### config.mk
export PLATFORM = sky130hd
export DESIGN_NAME = twowire_line_frontend
export DESIGN_NICKNAME = d
export VERILOG_FILES = /design/src/rtl/twowire_line_frontend.sv
export SDC_FILE = /design/constraint.sdc
export NUM_CORES = 1
export LEC_CHECK = 0
export BUFFER_PORTS_ARGS = -buffer_cell sky130_fd_sc_hd__buf_2
export CAP_MARGIN = 20
export CORE_MARGIN = 8
export CORE_UTILIZATION = 55
export CTS_CLUSTER_DIAMETER = 100
export DETAILED_ROUTE_END_ITERATION = 10
export PLACE_DENSITY = 0.85
export SYNTH_ARGS = -nofsm -noshare
export SYNTH_HDL_FRONTEND = slang
export SYNTH_SLANG_ARGS = --single-unit
export TNS_END_PERCENT = 10
### constraint.sdc
create_clock -name clk -period 1.7 [get_ports clk]
set_input_delay 0.17 -clock clk [delete_from_list [all_inputs] [get_ports clk]]
set_output_delay 0.17 -clock clk [all_outputs]
set_load 0.005 [all_outputs]
### src/rtl/twowire_line_frontend.sv
`timescale 1ns/1ps
module twowire_line_frontend #(
  parameter int SYNC_STAGES = 2,
  parameter int FILT_CYCLES = 10,
  parameter int HOLD_CYCLES = 60
) (
  input  logic clk,
  input  logic rst_n,
  input  logic bus_clk_in,
  input  logic bus_dat_in,
  input  logic dat_drive_req,
  output logic bclk_level,
  output logic bdat_level,
  output logic start_evt,
  output logic stop_evt,
  output logic bclk_rise,
  output logic bclk_fall,
  output logic bus_busy,
  output logic dat_oe
);
  localparam int FW = $clog2(FILT_CYCLES + 1);
  localparam int HW = $clog2(HOLD_CYCLES + 1);

  logic [1:0] raw, lvl, lvl_d;
  logic [HW-1:0] hold_cnt;

  assign raw = {bus_dat_in, bus_clk_in};

  for (genvar i = 0; i < 2; i++) begin : g_line
    logic [SYNC_STAGES-1:0] sync;
    logic [FW-1:0] cnt;
    logic q;
    always_ff @(posedge clk or negedge rst_n) begin
      if (!rst_n) begin
        sync <= '1;
        cnt  <= '0;
        q    <= 1'b1;
      end else begin
        sync <= {sync[SYNC_STAGES-2:0], raw[i]};
        if (sync[SYNC_STAGES-1] == q) begin
          cnt <= '0;
        end else if (cnt == FW'(FILT_CYCLES - 1)) begin
          q   <= sync[SYNC_STAGES-1];
          cnt <= '0;
        end else begin
          cnt <= cnt + 1'b1;
        end
      end
    end
    assign lvl[i] = q;
  end

  assign bclk_level = lvl[0];
  assign bdat_level = lvl[1];

  assign start_evt = bclk_level &  lvl_d[1] & ~bdat_level;
  assign stop_evt  = bclk_level & ~lvl_d[1] &  bdat_level;
  assign bclk_rise = bclk_level & ~lvl_d[0] & ~(start_evt | stop_evt);
  assign bclk_fall = ~bclk_level & lvl_d[0];

  always_ff @(posedge clk or negedge rst_n) begin
    if (!rst_n) begin
      lvl_d    <= 2'b11;
      bus_busy <= 1'b0;
      hold_cnt <= '0;
      dat_oe   <= 1'b0;
    end else begin
      lvl_d <= lvl;
      if (start_evt)     bus_busy <= 1'b1;
      else if (stop_evt) bus_busy <= 1'b0;
      if (bclk_fall)            hold_cnt <= HW'(HOLD_CYCLES);
      else if (hold_cnt != '0)  hold_cnt <= hold_cnt - 1'b1;
      if (!bclk_level && !bclk_fall && hold_cnt == '0)
        dat_oe <= dat_drive_req;
    end
  end
endmodule

==> summary.txt <==
DIE HEIGHT = 60.0 um
register bit total from synthesis = 24
Max VDD drop = 767 uV
ant diodes = 0
largest net degree at the start of global routing = 25
yosys warns = 0
clk buf depth = 2
Seq pwr share = 52.9%
Iter 0 DRT Violations = 7
HP Class = input pin to flip-flop
CP Max Fanout = 6
root buf cell = clkbuf_4
Comb power frac = 28.7%
htree depth = 1
syn nets = 103
Worst-Skew Late Latency = 0.31 ns
DR WL/cell = 12.9 um
final instance area = 0.00123 mm^2
CP Capture Type = flip-flop
Final setup viols = 0
max frequency = 637 MHz
Async SR Flop Fraction = 100%
Net Switching = 0.515 mW
Worst Path Class, Setup = flip-flop to flip-flop
RSZ-0062 raised after global routing = false
Fin. Hold Viols = 0
Layout area overhead = 15.3%
sequential area share after synthesis = 57.3%
Worst Tran Pin Value = 0.499 ns
post-DP HPWL = 1310 um
GRT overflow = 0
skew final = 0.00936 ns
run status = completed
Core ar. = 0.00190 mm^2
crit start category = flip-flop
Clk pwr share = 18.4%
switching part of the total = 32.4%
Min Clock Period, post-route = 1.57 ns
share of cells above drive strength 1 = 27.9%
Chip Width = 60.0 um
Static Leak = 0.604 nW
global-route wire length before repair = 3140 um
initial core utilization = 56.1%
Rows = 16
fin crit share = 92.4%
number of enable flip-flop cells after synthesis = 0
Cells after Synth = 92
Slowest Stage Delay on Critical Path = 0.46 ns
Synth Area per Inst = 11.6 um^2
CP Cell Sequence = or3_4, nor4_2, mux2_2
Final nets = 123
GRT Util Overall = 11.8%
Main synth FF type = dfrtp_1
drt drc = 0
Distinct cells, synth = 24
# IOs = 13
Clock Sink Count = 24
cts bufs inserted = 3
initial antenna violation count = 0
IO Port Bufs = 12
slowest CP cell = dfrtp_1
P_int = 1.07 mW
post-route ant nets = 0
Max Slew Vio Count = 0
Via Count = 696
CP arrival = 1.79 ns
Pre-Repair DR Iteration Count = 4
full die area = 0.00360 mm^2
P per Cell Area = 1290 mW/mm^2
Slew headroom = 66.7%
Vias/cell = 5.04
Synth Cell Area = 0.00107 mm^2
CTS tree = built
Worst Path Required = 1.92 ns
WL final = 1780 um
RePlAce Congestion = 0.878
post-route setup TNS = 0 ns
vias in the first global route = 706
Reg clk slew, reported paths = 0.13 ns
placed cell area = 0.00116 mm^2
max-cap viol count = 0
-- kinds of logic after synthesis --
| group | after synthesis | synth area share, % |
|---|---|---|
| compound gates | 9 | 5.63 |
| xor+xnor | 8 | 6.57 |
| fa+ha+maj | 6 | 7.04 |
| buf+inv | 7 | 2.47 |
| flops | 24 | 57.3 |
| mux | 5 | 5.05 |
| simple gates | 33 | 16.0 |
-- area by class of cell --
| type | instances | area [um^2] |
|---|---|---|
| repair buffers | 15 | 90.1 |
| inverters | 7 | 26.3 |
| fillers | 143 | 673 |
| flip-flops and latches | 24 | 611 |
| well taps | 27 | 33.8 |
| multi-input cells | 61 | 432 |
| clock buffers | 4 | 36.3 |
-- routing by layer --
layer | up-vias | track usage (%) | part of all wire, %
met4 | 0 | 4.42 | 1.6
met5 | - | 0 | 0
met2 | 16 | 19.1 | 48
met1 | 332 | 13.5 | 44
li1 | 343 | - | -
met3 | 5 | 4.73 | 6.8
-- cell usage in the layout, fill, tap and decap left out, types with 3 or more instances in the layout --
cell and instances:
nand2_1 7, xor2_1 5, inv_1 7, mux2_2 3
dfstp_2 8, buf_2 12, dlygate4sd3_1 3, xnor2_1 3
nor2_1 11, dfrtp_1 16, nand3_1 4, o21ai_0 3
ha_1 6, clkbuf_4 3
-- through the flow --
step,power [mW],hold WS (ns),utilization [%],cells,setup slack [ns]
6_report,1.59,0.0770,64.6,138,0.129
5_1_grt,1.72,0.0714,64.6,138,0.0453
3_5_place_dp,1.30,0.166,61.0,131,0.137
3_3_place_gp,1.27,0.163,61.0,131,0.174
2_1_floorplan,1.17,-0.126,-,92,0.200
4_1_cts,1.61,0.0622,64.5,138,0.0571
-- state kept, by name, indices dropped and copies added (netlist names) --
signal / cells
g_line.cnt: 8
hold_cnt: 6
g_line.sync: 4
lvl_d: 2
bclk_level: 1
bdat_level: 1
bus_busy: 1
dat_oe: 1
-- worst paths after layout --
kind | start | endpoint | slack (ns) | cells after the start
worst max-delay path | hold_cnt[2] | dat_oe | 0.13 | 3
worst min-delay path | dat_drive_req | dat_oe | 0.08 | 2
worst max register to register | hold_cnt[2] | dat_oe | 0.13 | 3
worst min register to register | g_line[0].sync[0] | g_line[0].sync[1] | 0.36 | 0
max in group asynchronous | rst_n | lvl_d[0] | 1.00 | 2
min in group asynchronous | rst_n | hold_cnt[1] | 0.33 | 2
-- what timing repair did --
action,4_1_cts,5_1_grt
endpoints found under the hold margin,18,0
gates resized for setup,0,1
endpoints found under the setup margin,0,1
buffers inserted,0,0
hold buffers,3,0
-- power groups by stage --
stage | sequential (mW) | clock (mW) | combinational [mW]
final | 0.840 | 0.292 | 0.456
after global routing | 0.861 | 0.319 | 0.535
after CTS | 0.837 | 0.306 | 0.465
after detailed placement | 0.848 | 0 | 0.454
after global placement | 0.837 | 0 | 0.430
after floorplan | 0.818 | 0 | 0.353
-- cell usage after synthesis (2+ instances only) --
cell,n,area (um^2)
xor2_1,5,43.8
nand3b_1,2,15.0
nand2b_1,3,18.8
dfstp_2,8,210
mux2_2,3,33.8
o21ai_0,3,15.0
nor2_1,11,41.3
xnor2_1,3,26.3
ha_1,6,75.1
inv_1,7,26.3
o31ai_1,2,15.0
dfrtp_1,16,400
nor3_1,2,10.0
nand2_1,7,26.3
nand3_1,4,20.0
mux2i_1,2,20.0
-- critical path: cells and delay by family (launching register included) --
| kind | cells | cell delay [ns] |
|---|---|---|
| flip-flops | 1 | 0.46 |
| multiplexers | 1 | 0.36 |
| AND/OR/NAND/NOR | 2 | 0.66 |
(Power assumes the default switching activity.)
